[src/rtl/ptw_pkg.sv]
package ptw_pkg;

    typedef enum logic [2:0] {
        PTW_IDLE,
        PTW_CHECK,
        PTW_ISSUE,
        PTW_WAIT,
        PTW_DONE,
        PTW_FAULT
    } ptw_state_e;

    // Latched slices of the control word
    typedef struct packed {
        logic       xdesc;   // extended descriptor layout flag
        logic [2:0] ips;     // requested output range code
        logic [1:0] gran;    // granule code
        logic [5:0] shrink;  // region size field
    } ptw_ctl_t;

    // Decoded walk configuration
    typedef struct packed {
        logic        pass;      // return address unchanged
        logic        bad_range; // range code above 6
        logic        wide;      // 52-bit output
        logic        xdesc;
        logic [3:0]  stride;
        logic [2:0]  steps0;    // 4 - first level
        logic [6:0]  width0;    // first-level index width
        logic [63:0] next_mask;
        logic [63:0] root;
    } ptw_cfg_t;

    function automatic logic [63:0] low_ones(input logic [6:0] w);
        if (w >= 7'd64) return '1;
        return (64'd1 << w) - 64'd1;
    endfunction

endpackage

[src/rtl/ptw_cfg_decode.sv]
module ptw_cfg_decode
    import ptw_pkg::*;
#(
    parameter int RANGE_BIT = 55,
    parameter int ROOT_W    = 48,
    parameter int WIDE_CODE = 6
) (
    input  logic [63:0]   va,
    input  ptw_ctl_t      ctl,
    input  logic [47:0]   root_lo,
    input  logic [3:0]    cap,
    output ptw_cfg_t      cfg
);
    localparam int VA_TOTAL = 64;
    localparam logic [6:0] NARROW_MASK_W = 7'd48;
    localparam logic [6:0] EXT_MASK_W    = 7'd50;

    logic [6:0] vsz;
    logic [6:0] num;
    logic [3:0] code;
    logic [3:0] stride;
    logic [2:0] steps;

    always_comb begin
        vsz = 7'(VA_TOTAL) - {1'b0, ctl.shrink};
        num = (vsz >= 7'd4) ? (vsz - 7'd4) : 7'd0;
        unique case (ctl.gran)
            2'd3:    begin stride = 4'd13; steps = 3'(num / 7'd13); end
            2'd1:    begin stride = 4'd11; steps = 3'(num / 7'd11); end
            default: begin stride = 4'd9;  steps = 3'(num / 7'd9);  end
        endcase
        code = ({1'b0, ctl.ips} < cap) ? {1'b0, ctl.ips} : cap;

        cfg.pass      = !va[RANGE_BIT] || (ctl.shrink == 6'd0);
        cfg.bad_range = code > 4'(WIDE_CODE);
        cfg.wide      = code == 4'(WIDE_CODE);
        cfg.xdesc     = ctl.xdesc;
        cfg.stride    = stride;
        cfg.steps0    = steps;
        cfg.width0    = vsz - 7'(stride) * 7'(steps);
        cfg.next_mask = low_ones(ctl.xdesc ? EXT_MASK_W : NARROW_MASK_W)
                      & ~low_ones(7'(stride) + 7'd3);
        cfg.root      = {{(64-ROOT_W){1'b0}}, root_lo};
        if (cfg.wide)
            cfg.root[51:48] = root_lo[5:2];
    end
endmodule

[src/rtl/ptw_desc_next.sv]
module ptw_desc_next
    import ptw_pkg::*;
(
    input  logic [63:0] desc,
    input  ptw_cfg_t    cfg,
    output logic [63:0] next_addr
);
    always_comb begin
        next_addr = desc & cfg.next_mask;
        if (cfg.wide) begin
            if (cfg.xdesc)
                next_addr[51:50] = desc[9:8];
            else
                next_addr[51:48] = desc[15:12];
        end
    end
endmodule

[src/rtl/ptw_top.sv]
module ptw_top
    import ptw_pkg::*;
#(
    parameter int RANGE_BIT = 55,
    parameter int ROOT_W    = 48
) (
    input  logic        clk,
    input  logic        rst_n,
    input  logic        start,
    input  logic [63:0] va_in,
    input  logic [63:0] ctl_word,
    input  logic [63:0] root_word,
    input  logic [63:0] cap_word,
    output logic        req_valid,
    input  logic        req_ready,
    output logic [63:0] req_addr,
    input  logic        rsp_valid,
    input  logic [63:0] rsp_data,
    output logic        busy,
    output logic        done,
    output logic        fault,
    output logic [63:0] pa_out
);
    localparam logic [2:0] LAST_STEP = 3'd1;

    ptw_state_e  state_q, state_d;
    logic [63:0] va_q;
    ptw_ctl_t    ctl_q;
    logic [47:0] root_q;
    logic [3:0]  cap_q;
    logic [63:0] tbl_q;
    logic [2:0]  steps_q;
    logic [6:0]  width_q;
    logic [63:0] pa_q;

    ptw_cfg_t    cfg;
    logic [63:0] next_addr;
    logic [6:0]  shamt;
    logic [6:0]  region;
    logic        descend;

    logic unused_bits;
    assign unused_bits = ^{ctl_word[63:60], ctl_word[58:35], ctl_word[29:22],
                           ctl_word[15:0], root_word[63:ROOT_W], cap_word[63:4]};

    ptw_cfg_decode #(.RANGE_BIT(RANGE_BIT), .ROOT_W(ROOT_W)) u_dec (
        .va      (va_q),
        .ctl     (ctl_q),
        .root_lo (root_q),
        .cap     (cap_q),
        .cfg     (cfg)
    );

    ptw_desc_next u_next (
        .desc      (rsp_data),
        .cfg       (cfg),
        .next_addr (next_addr)
    );

    assign shamt   = 7'(cfg.stride) * 7'(steps_q);
    assign region  = shamt + 7'd3;
    assign descend = rsp_data[1] && (steps_q > LAST_STEP);

    // State register
    always_ff @(posedge clk or negedge rst_n) begin
        if (!rst_n) state_q <= PTW_IDLE;
        else        state_q <= state_d;
    end

    // Next-state logic
    always_comb begin
        state_d = state_q;
        unique case (state_q)
            PTW_IDLE:  if (start) state_d = PTW_CHECK;
            PTW_CHECK: begin
                if (cfg.pass)           state_d = PTW_DONE;
                else if (cfg.bad_range) state_d = PTW_FAULT;
                else                    state_d = PTW_ISSUE;
            end
            PTW_ISSUE: if (req_ready) state_d = PTW_WAIT;
            PTW_WAIT:  if (rsp_valid) state_d = descend ? PTW_ISSUE : PTW_DONE;
            PTW_DONE:  state_d = PTW_IDLE;
            PTW_FAULT: state_d = PTW_IDLE;
            default:   state_d = PTW_IDLE;
        endcase
    end

    // Outputs
    always_comb begin
        busy      = state_q != PTW_IDLE;
        req_valid = state_q == PTW_ISSUE;
        done      = state_q == PTW_DONE;
        fault     = state_q == PTW_FAULT;
        req_addr  = (tbl_q | ((va_q >> shamt) & low_ones(width_q))) & ~64'd7;
        pa_out    = pa_q;
    end

    // Walk datapath
    always_ff @(posedge clk or negedge rst_n) begin
        if (!rst_n) begin
            va_q    <= '0;
            ctl_q   <= '0;
            root_q  <= '0;
            cap_q   <= '0;
            tbl_q   <= '0;
            steps_q <= '0;
            width_q <= '0;
            pa_q    <= '0;
        end else begin
            unique case (state_q)
                PTW_IDLE: if (start) begin
                    va_q   <= va_in;
                    ctl_q  <= '{xdesc: ctl_word[59], ips: ctl_word[34:32],
                               gran: ctl_word[31:30], shrink: ctl_word[21:16]};
                    root_q <= root_word[ROOT_W-1:0];
                    cap_q  <= cap_word[3:0];
                end
                PTW_CHECK: begin
                    if (cfg.pass) begin
                        pa_q <= va_q;
                    end else if (!cfg.bad_range) begin
                        tbl_q   <= cfg.root;
                        steps_q <= cfg.steps0;
                        width_q <= cfg.width0;
                    end
                end
                PTW_WAIT: if (rsp_valid) begin
                    if (descend) begin
                        tbl_q   <= next_addr;
                        steps_q <= steps_q - 3'd1;
                        width_q <= 7'(cfg.stride) + 7'd3;
                    end else begin
                        pa_q <= (next_addr & ~low_ones(region)) | (va_q & low_ones(region));
                    end
                end
                default: ;
            endcase
        end
    end

    // a stalled request keeps its address
    p_req_hold_r11: assert property (@(posedge clk) disable iff (!rst_n)
        req_valid && !req_ready |=> req_valid && $stable(req_addr));

    // start during a walk does not disturb the latched address
    p_start_ignored_r11: assert property (@(posedge clk) disable iff (!rst_n)
        busy && !done && !fault |=> $stable(va_q));

    // result pulses last one cycle and never coincide
    p_done_pulse_r12: assert property (@(posedge clk) disable iff (!rst_n)
        done |=> !done);
    p_excl_r12: assert property (@(posedge clk) disable iff (!rst_n)
        !(done && fault));

    // pass-through completes at once with the input address
    p_pass_r1: assert property (@(posedge clk) disable iff (!rst_n)
        (state_q == PTW_CHECK) && cfg.pass |=> done && (pa_out == $past(va_q)));

    // bad range faults without a memory request
    p_fault_r3: assert property (@(posedge clk) disable iff (!rst_n)
        (state_q == PTW_CHECK) && !cfg.pass && cfg.bad_range |=> fault && !req_valid);

    // a response at the last level ends the walk
    p_leaf_stop_r6: assert property (@(posedge clk) disable iff (!rst_n)
        (state_q == PTW_WAIT) && rsp_valid && (steps_q <= LAST_STEP) |=> done && !req_valid);

endmodule

[config.mk]
export PLATFORM = sky130hd
export DESIGN_NAME = ptw_top
export DESIGN_NICKNAME = d
export VERILOG_FILES = /design/src/rtl/ptw_pkg.sv /design/src/rtl/ptw_cfg_decode.sv /design/src/rtl/ptw_desc_next.sv /design/src/rtl/ptw_top.sv
export SDC_FILE = /design/constraint.sdc
export NUM_CORES = 1
export LEC_CHECK = 0
export ABC_AREA = 1
export BUFFER_PORTS_ARGS = -buffer_cell sky130_fd_sc_hd__buf_2
export CAP_MARGIN = 20
export CORE_MARGIN = 5
export CORE_UTILIZATION = 50
export CTS_CLUSTER_SIZE = 25
export DETAILED_ROUTE_END_ITERATION = 10
export PLACE_DENSITY = 0.78
export SYNTH_ARGS = -nofsm -noshare
export SYNTH_HDL_FRONTEND = slang
export SYNTH_SLANG_ARGS = --single-unit
[constraint.sdc]
create_clock -name clk -period 7.34 [get_ports clk]
set_input_delay 0.367 -clock clk [delete_from_list [all_inputs] [get_ports clk]]
set_output_delay 0.367 -clock clk [all_outputs]
set_load 0.02 [all_outputs]
; Word-level counts from Yosys, hierarchy flattened
; Cells that the tools add are included.
[classes]
n_shift = 5
n_bitwise = 9
add_sub_neg = 10
magnitude_cmp = 8
n_mux = 53
div_mod_pow = 3
reduce_logical = 11
n_mul = 2
n_eq_ne = 16
[op_table]
columns = cell, n
row1 = two-way mux 64 bit, 18
row2 = bitwise AND 64 bit, 5
row3 = case mux 64 bit (2 select lines), 2
row4 = "<< shifter 1 x 7 -> 64 bit, first input constant", 4
row5 = "subtractor 64 x 1 -> 64 bit, second input constant", 4
row6 = inverter 64 bit, 2
row7 = bitwise OR 64 bit, 2
row8 = >> shifter 64 x 7 -> 64 bit, 1
row9 = two-way mux 7 bit, 5
row10 = two-way mux 3 bit, 10
row11 = ">= comparator 7 bit, second input constant", 4
row12 = "divider 7 x 4 -> 7 bit, second input constant", 3
row13 = case mux 3 bit (2 select lines), 3
row14 = multiplier 4 x 3 -> 7 bit, 2
row15 = "!= test 2 bit, second input constant", 7
row16 = case mux 7 bit (2 select lines), 1
row17 = two-way mux 4 bit, 3
row18 = case mux 3 bit (4 select lines), 1
row19 = "adder 7 x 2 -> 7 bit, second input constant", 1
row20 = ">= comparator 7 x 3 -> 1 bit, second input constant", 1
row21 = two-way mux 1 bit, 7
row22 = "subtractor 7 x 3 -> 7 bit, second input constant", 1
row23 = "subtractor 7 x 6 -> 7 bit, first input constant", 1
row24 = subtractor 7 bit, 1
row25 = other kinds (24), 28
[totals]
inputBits = 325
word_cells = 129
n_memories = 0
output_inout_bits = 132
ff_bits = 269
ramBits = 0
latch_bits = 0
mem_bits_ro = 0

; Longest topological paths before layout
; Gate-level depths: netlist of the first run.
[logic_depth]
depth_word = 19
mapped_depth = 58

; Hierarchy
; A second synthesis of the first run with hierarchy kept.
[hier_totals]
hier_cells = 3520
hier_area_um2 = 22665.5
[by_module_without_submodules]
columns = mod, area_per_inst_um2, n_inst, cells_each, seq_area_each_um2
row1 = ptw_top, 19691.4, 1, 3018, 6656.4
row2 = ptw_cfg_decode, 2422.3, 1, 359, 0.0
row3 = ptw_desc_next, 551.8, 1, 143, 0.0

; Worst setup path before layout of the first run
; Ideal clock, no wire load.
[synth_timing]
path_kind = flip-flop to flip-flop
from = register ctl_q[0] (netlist name)
to = register width_q[6]
period_less_slack_ns = 7.741
arrival_time_ns = 7.605
setup_ns = 0.136
setup_slack_ns = -0.401
stages_incl_launch_ff = 55
path_cell_list = dfrtp_1 clkinv_1 ha_1 xor2_2 ha_1 or2_2 a21boi_0 ha_1 nand2_1 nand3b_1 nand2_1 nand2_1 xor2_1 inv_1 ha_1 nand3_1 nand2_1 nand2_1 [19 not listed] nand2_1 nand2_1 nand3_2 nand2_1 inv_1 fa_1 ha_1 inv_1 ha_1 inv_1 nor2_1 o21ai_0 nand2_1 nand2_1 nand2_1 a21oi_1 xor2_1 o22ai_1
[synth_via]
elab_chain_len = 10
word_cells_on_any_way = 17
classes_between = 3 x add/sub / 1 x mul / 3 x div / 1 x order compare / 1 x eq/ne / 5 x mux / 3 x reduce/logical
[synth_rtl]
columns = element, line
row1 = from (decl), ptw_top.sv:28  ; ptw_ctl_t ctl_q;
row2 = from (signal assigned), ptw_top.sv:113  ; ctl_q <= '{xdesc: ctl_word[59], ips: ctl_word[34:32],
row3 = subtractor 7 x 6 -> 7 bit, ptw_cfg_decode.sv:25  ; vsz = 7'(VA_TOTAL) - {1'b0, ctl.shrink};
row4 = subtractor 7 x 3 -> 7 bit or >= comparator 7 x 3 -> 1 bit (tied branches), ptw_cfg_decode.sv:26  ; num = (vsz >= 7'd4) ? (vsz - 7'd4) : 7'd0;
row5 = two-way mux 7 bit, ptw_cfg_decode.sv:26
row6 = "divider 7 x 4 -> 7 bit, on equally long branches", "ptw_cfg_decode.sv:30, ptw_cfg_decode.sv:28, ptw_cfg_decode.sv:29"
row7 = case mux 3 bit (2 select lines), ptw_cfg_decode.sv:27  ; unique case (ctl.gran)
row8 = multiplier 4 x 3 -> 7 bit, ptw_cfg_decode.sv:40  ; cfg.width0 = vsz - 7'(stride) * 7'(steps);
row9 = subtractor 7 bit, ptw_cfg_decode.sv:40
row10 = two-way mux 7 bit, ptw_top.sv:121  ; end else if (!cfg.bad_range) begin
row11 = two-way mux 7 bit, ptw_top.sv:119  ; if (cfg.pass) begin
row12 = case mux 7 bit (2 select lines), ptw_top.sv:110  ; unique case (state_q)
row13 = to (signal assigned), ptw_top.sv:124  ; width_q <= cfg.width0;
row14 = to (signal assigned), ptw_top.sv:131  ; width_q <= 7'(cfg.stride) + 7'd3;
row15 = to (decl), ptw_top.sv:33  ; logic [6:0] width_q;
; Several ways; a longest one is shown, not always the timed one. The select of a mux whose other input is x is not followed.
; A chain may end at the register's enable or synchronous reset.

; Worst setup path in the final report of the first run
[layout_timing]
from = register ctl_q[1] (netlist name)
to = register width_q[6]
; Same word-level chain as after synthesis.

==> metrics, run 1 <==
Critical Path Sink Type=register; Mapped Area=between 0.015 and 0.02 mm^2; Post-synth EDFFs=0; Core Box Area=0.0388 mm^2; Syn. warnings=0; RR Endpoint=width_q[6]$_DFFE_PN0P_; Slew @ Worst Pin=around 1000 ps; status=finished, violations left; Final setup viols=2; multi-input logic area=about 0.012 mm^2; syn avg cell area=~7 um^2; initial core utilization=0.507; Worst Setup EP=width_q[6]$_DFFE_PN0P_; library cells used by synthesis=59; HP Class=in2reg; area grow syn2layout=17.8%; sequential share of the synthesized area=0.320; R2R setup slack=-60 ps; Total Wirelength=82,800 um; Setup CP Type=reg2reg; pin count of the biggest net entering global routing=152; # DRC=0; FF/Latch Area=about 0.0063 mm^2; Req. time, crit path=7770 ps; H-tree depth=1; WP data arrival=between 7000 and 8000 ps; post-route ant nets=0; CP startpoint kind=register; die area=0.0435 mm^2; die height=208 um; global route total overflow=0; first-pass GRT wire length=123,000 um; Fillers=3,696; global-route usage over all layers=0.362; maximum root-to-sink buffer count=3; slew margin rel.=0.330; max-cap violations=0; Critical-path top delay cell=fa_1; ys async rst share=1.00; Worst-Skew Late Latency=580 ps; Root Buffer=clkbuf_16; initial antenna violation count=4; DR iter-0 viols=2,427; CP dominant cell by count=nand2_2; Final Skew=9.45 ps; Syn Inst Count=2,896; Detailed Routing Iterations Pass 1=6; clk sinks=~250; crit-path max FO=5; Vias/cell=5.83; FP Rows=72; worst slack at placement=-360 ps; Hold Fails Final Rpt=0; via count=21,600; final setup margin=-55.1 ps; post-synthesis register bit count=252; max-slew violations=0; R2R Path Start=ctl_q[1]$_DFFE_PN0P_; CTS Buf Count=28; Tmin final=7400 ps; I/O Pins=457; cell count of the worst reg-to-reg path=52; Main synth FF type=dfrtp_1; mean routed wirelength per cell=22.3 um; layout cells sized above 1=0.203; NumNets Final=3,537; f_max=between 100 and 150 MHz; clk slew on worst S/H paths=60 ps; Port Buffers=roughly 300; Die X-Extent=between 200 and 250 um; Largest stage delay, worst path=550 ps; gpl congestion=1.08; DP HPWL=64,400 um; CTS tree=done; failing checks=setup timing; Setup crit start=ctl_q[1]$_DFFE_PN0P_; vias in the first global route=20,700; Period Utilization, post-route=1.01; unrepaired setup endpoints after global routing=yes
-- flip-flops by register name, summed over array words and instances, names as in the netlist --
register  flops
cap_q         4
pa_out       64
root_q       46
width_q       7
tbl_q        49
va_q         64
steps_q       3
state_q       3
ctl_q        12
-- critical path: cells and delay by family (launching register included) --
family                   cells  cell delay [ps]
AND/OR/NAND/NOR             28             2590
adder cells (fa/ha/maj)      8             2460
XOR/XNOR                     4              720
AO/OA/AOI/OAI                6              630
buffers and inverters        6              420
flip-flops                   1              400
-- final cells by class --
class,instances,area share
multi-input combinational,2140,0.510
sequential,252,0.272
timing repair buffer,384,0.0926
inverter,361,0.0585
clock buffer,38,0.0335
tap,518,0.0279
clock inverter,10,0.00609
antenna,1,0.000108
-- worst min-delay path by stage --
stage | slack (ps) | cells past startpoint | end | start
after floorplan | 70 | 0 | cap_q[0]$_DFFE_PN0P_ | rst_n
after global placement | 440 | 1 | pa_out[45]$_DFFE_PN0P_ | rst_n
after detailed placement | 450 | 1 | pa_out[45]$_DFFE_PN0P_ | rst_n
after CTS | 2 | 2 | ctl_q[9]$_DFFE_PN0P_ | ctl_word[33]
after global routing | 10 | 2 | cap_q[3]$_DFFE_PN0P_ | cap_word[3]
final | 20 | 2 | root_q[35]$_DFFE_PN0P_ | root_word[35]
-- cell usage after synthesis (all sizes together), types with 41 or more instances --
master	number	area share
nand2	668	0.13
nor2	416	0.084
inv	352	0.067
o21ai	286	0.073
dfrtp	252	0.32
a21oi	151	0.038
nand3	145	0.040
clkbuf	105	0.020
mux2i	102	0.052
nor3	63	0.018
mux2	51	0.029
buf	41	0.013
-- through the flow --
stage	std cells	setup TNS, ps	hold WS (ps)	util	cell area (um^2)
final	3704	-59.1	16.7	0.598	23200
after global routing	3703	-1290	13.2	0.598	23200
after CTS	3695	0	1.67	0.589	22900
after detailed placement	3636	-821	452	0.561	21800
after global placement	3636	-12.4	442	0.561	21800
after floorplan	2899	0	71.4	-	19700
-- routing by layer --
layer,GRT usage,share of wire
met1,0.491,0.41
met2,0.570,0.45
met3,0.0681,0.091
met4,0.156,0.054
met5,0,0.00013
-- cells by family after synthesis --
kind of cell	Yosys count	synth area share
multiplexers	153	0.0810
AO/OA/AOI/OAI	579	0.167
flip-flops	252	0.320
XOR/XNOR	34	0.0163
AND/OR/NAND/NOR	1324	0.281
other	2	0.000381
adder cells (fa/ha/maj)	45	0.0324
buffers and inverters	507	0.102
-- repair_timing --
action	CTS	global route
endpoints found under the hold margin	101	0
pin swaps	11	48
setup endpoints to repair	5	6
gates resized for setup	15	71
setup buffers	10	9
hold buffers	1	0
-- cell usage in the layout (no fill, tap or decap), types with 6 or more instances in the layout --
cell and instances:
a21oi_1 142, a21oi_2 6, a22oi_1 6, a31o_2 10
buf_2 304, buf_4 76, clkbuf_1 6, clkbuf_16 28
clkinv_1 8, dfrtp_1 251, fa_1 8, ha_1 24
ha_4 11, inv_1 313, inv_2 38, mux2_2 51
mux2i_1 102, nand2_1 637, nand2_2 29, nand3_1 126
nand3_2 16, nand4_1 14, nor2_1 388, nor2_2 16
nor2_4 12, nor3_1 56, nor3_2 6, nor4_1 6
o211ai_1 37, o21ai_0 234, o21ai_1 49, o21bai_1 9
o22ai_1 9, o31ai_1 34, o41ai_1 11, xnor2_1 9
xor2_1 22
Power of run 1 is left out: the tool's default activity adds up to more than one toggle a clock period on the data nets, which glitch-free logic cannot reach.
==> inputs of run 2 (changes only) <==
--- a/config.mk
+++ b/config.mk
@@ -8,7 +8,7 @@
 export ABC_AREA = 1
 export BUFFER_PORTS_ARGS = -buffer_cell sky130_fd_sc_hd__buf_2
 export CAP_MARGIN = 20
-export CORE_MARGIN = 5
+export CORE_MARGIN = 1
 export CORE_UTILIZATION = 50
 export CTS_CLUSTER_SIZE = 25
 export DETAILED_ROUTE_END_ITERATION = 10
==> run 2 against run 1 <==
Net effect:
- the run now ends clean
- design area grew 0.93%
- maximum frequency grew 1.7%
- register-to-register slack gained 120 ps
- non-clock buffer count grew 19
- largest cell class unchanged
- sequential cell count is the same
==> metrics, run 2 (synthesis gave the netlist of run 1 again) <==
Die X-Extent=200 um (-3.8%); # DRC=0 (unchanged); Worst-Skew Late Latency=580 ps (about the same); first-pass GRT wire length=122,000 um (-0.95%); H-tree depth=1 (unchanged); final setup margin=68.0 ps (+123 ps); pin count of the biggest net entering global routing=152 (unchanged); initial antenna violation count=4 (unchanged); Port Buffers=305 (unchanged); FP Rows=72 (unchanged); clk slew on worst S/H paths=60 ps (about the same); # placed instances=3,649 (+0.36%); area grow syn2layout=18.9%; CP dominant cell by count=nand2_2; max-slew violations=0 (unchanged); R2R Path Start=ctl_q[1]$_DFFE_PN0P_; Total Wirelength=81,600 um (-1.4%); Hold Slack=25.4 ps (+8.67 ps); max-cap violations=0 (unchanged); Final setup viols=0 (-2); RR Endpoint=width_q[5]$_DFFE_PN0P_; global route total overflow=0 (unchanged); worst slack at placement=-295 ps (+64.9 ps); CTS Buf Count=29 (+3.6%); Core Box Area=0.0387 mm^2 (-0.23%); Setup CP Type=reg2reg; CP startpoint kind=register; Req. time, crit path=7850 ps (+80 ps); commonest non-fill, non-tap cell in the layout=nand2_1; Detailed Routing Iterations Pass 1=6 (unchanged); Vias/cell=5.78 (-0.91%); die area=0.0402 mm^2 (-7.5%); Period Utilization, post-route=0.991 (-0.0168); Hold Fails Final Rpt=0 (unchanged); status=complete, no violations; HP Class=in2reg; gpl congestion=1.03 (-4.7%); Critical Path Sink Type=register; DR iter-0 viols=2,394 (-1.4%); setup TNS=0 ps (+59.1 ps); Final Skew=16.0 ps (+6.59 ps); worst hold stages=2 (unchanged); clk sinks=252 (unchanged); cell count of the worst reg-to-reg path=52 (unchanged); Tmin final=7270 ps (-123 ps); maximum root-to-sink buffer count=3 (unchanged); hold_sp=cap_word[3]; DP HPWL=63,900 um (-0.74%); Hold EP=cap_q[3]$_DFFE_PN0P_; layout cells sized above 1=0.210 (+0.00689); via count=21,500 (-0.24%); crit-path max FO=6 (+1); CTS tree=done; post-route ant nets=0 (unchanged); NumNets Final=3,557 (+0.57%); R2R setup slack=70 ps (+120 ps); Non-Filler Instances=3,729 (+0.67%); mean routed wirelength per cell=21.9 um (-2.1%); WP data arrival=7780 ps (-50 ps); Root Buffer=clkbuf_16; vias in the first global route=20,400 (-1.3%); commonest non-fill, non-tap cells in the layout=nand2_1 (641), nor2_1 (388), inv_1 (312); slew margin rel.=0.326 (-0.00442); unrepaired setup endpoints after global routing=yes; Critical-path top delay cell=fa_1; initial core utilization=0.508 (+0.00118); Slew @ Worst Pin=1010 ps (+5.52 ps); Largest stage delay, worst path=530 ps (-20 ps); f_max=138 MHz (+1.7%); global-route usage over all layers=0.397 (+0.0345); I/O Pins=457 (unchanged); die height=200 um (-3.8%)
-- run 2: changes by cell type in the layout (fill, tap and decap cells not counted), moves of 3 or more --
cell      delta
buf_4       +13
clkinv_2     +3
buf_6        +5
nand2_2      -5
nor2_2       -3
nor2_4       +3
nand2_1      +4
-- run 2: how the worst max path moves through the flow --
| stage | startpoint | cells past startpoint | slack [ps] | endpoint |
|---|---|---|---|---|
| 3_5_place_dp | ctl_q[0]$_DFFE_PN0P_ | 50 | -300 | width_q[5]$_DFFE_PN0P_ |
| 3_3_place_gp | ctl_q[0]$_DFFE_PN0P_ | 53 | -30 | width_q[6]$_DFFE_PN0P_ |
| 5_1_grt | ctl_q[1]$_DFFE_PN0P_ | 54 | -370 | width_q[6]$_DFFE_PN0P_ |
| 2_1_floorplan | ctl_q[0]$_DFFE_PN0P_ | 50 | 30 | width_q[6]$_DFFE_PN0P_ |
| 4_1_cts | ctl_q[0]$_DFFE_PN0P_ | 54 | 6 | width_q[5]$_DFFE_PN0P_ |
| 6_report | ctl_q[1]$_DFFE_PN0P_ | 52 | 70 | width_q[5]$_DFFE_PN0P_ |
-- run 2: routing by layer --
| metal | part of all wire | GRT usage | vias up |
|---|---|---|---|
| met5 | 0.00043 | 0 | - |
| met4 | 0.052 | 0.183 | 6 |
| met3 | 0.083 | 0.0708 | 190 |
| met2 | 0.45 | 0.618 | 1065 |
| met1 | 0.42 | 0.538 | 10300 |
| li1 | - | - | 10000 |
-- run 2: worst max-delay path, delay by kind of cell (launching register included) --
family	cells	cell delay [ps]
buf+inv	8	560
simple gates	26	2220
flops	1	420
fa+ha+maj	8	2440
xor+xnor	1	240
compound gates	9	1320
-- run 2: per-stage QoR --
stage / utilization / instance area [um^2]
after global placement: 0.565 / 21900
after floorplan: - / 19700
after CTS: 0.594 / 23000
final: 0.605 / 23400
after global routing: 0.605 / 23400
after detailed placement: 0.565 / 21900
-- run 2: layout make-up --
| cell class | count | area, um^2 |
|---|---|---|
| fill | 3665 | 15300 |
| multi-input combinational | 2140 | 11900 |
| sequential | 252 | 6310 |
| timing repair buffer | 403 | 2320 |
| inverter | 361 | 1360 |
| clock buffer | 36 | 782 |
| tap | 518 | 648 |
| clock inverter | 17 | 138 |
| antenna | 2 | 5.00 |
-- run 2: what timing repair did --
action,4_1_cts,5_1_grt
setup endpoints to repair,5,6
hold endpoints to repair,101,0
hold buffers,1,0
pin swaps,19,42
setup buffers,13,11
gates cloned,0,0
resized for setup,16,80
Power of run 2 is left out for the same reason.
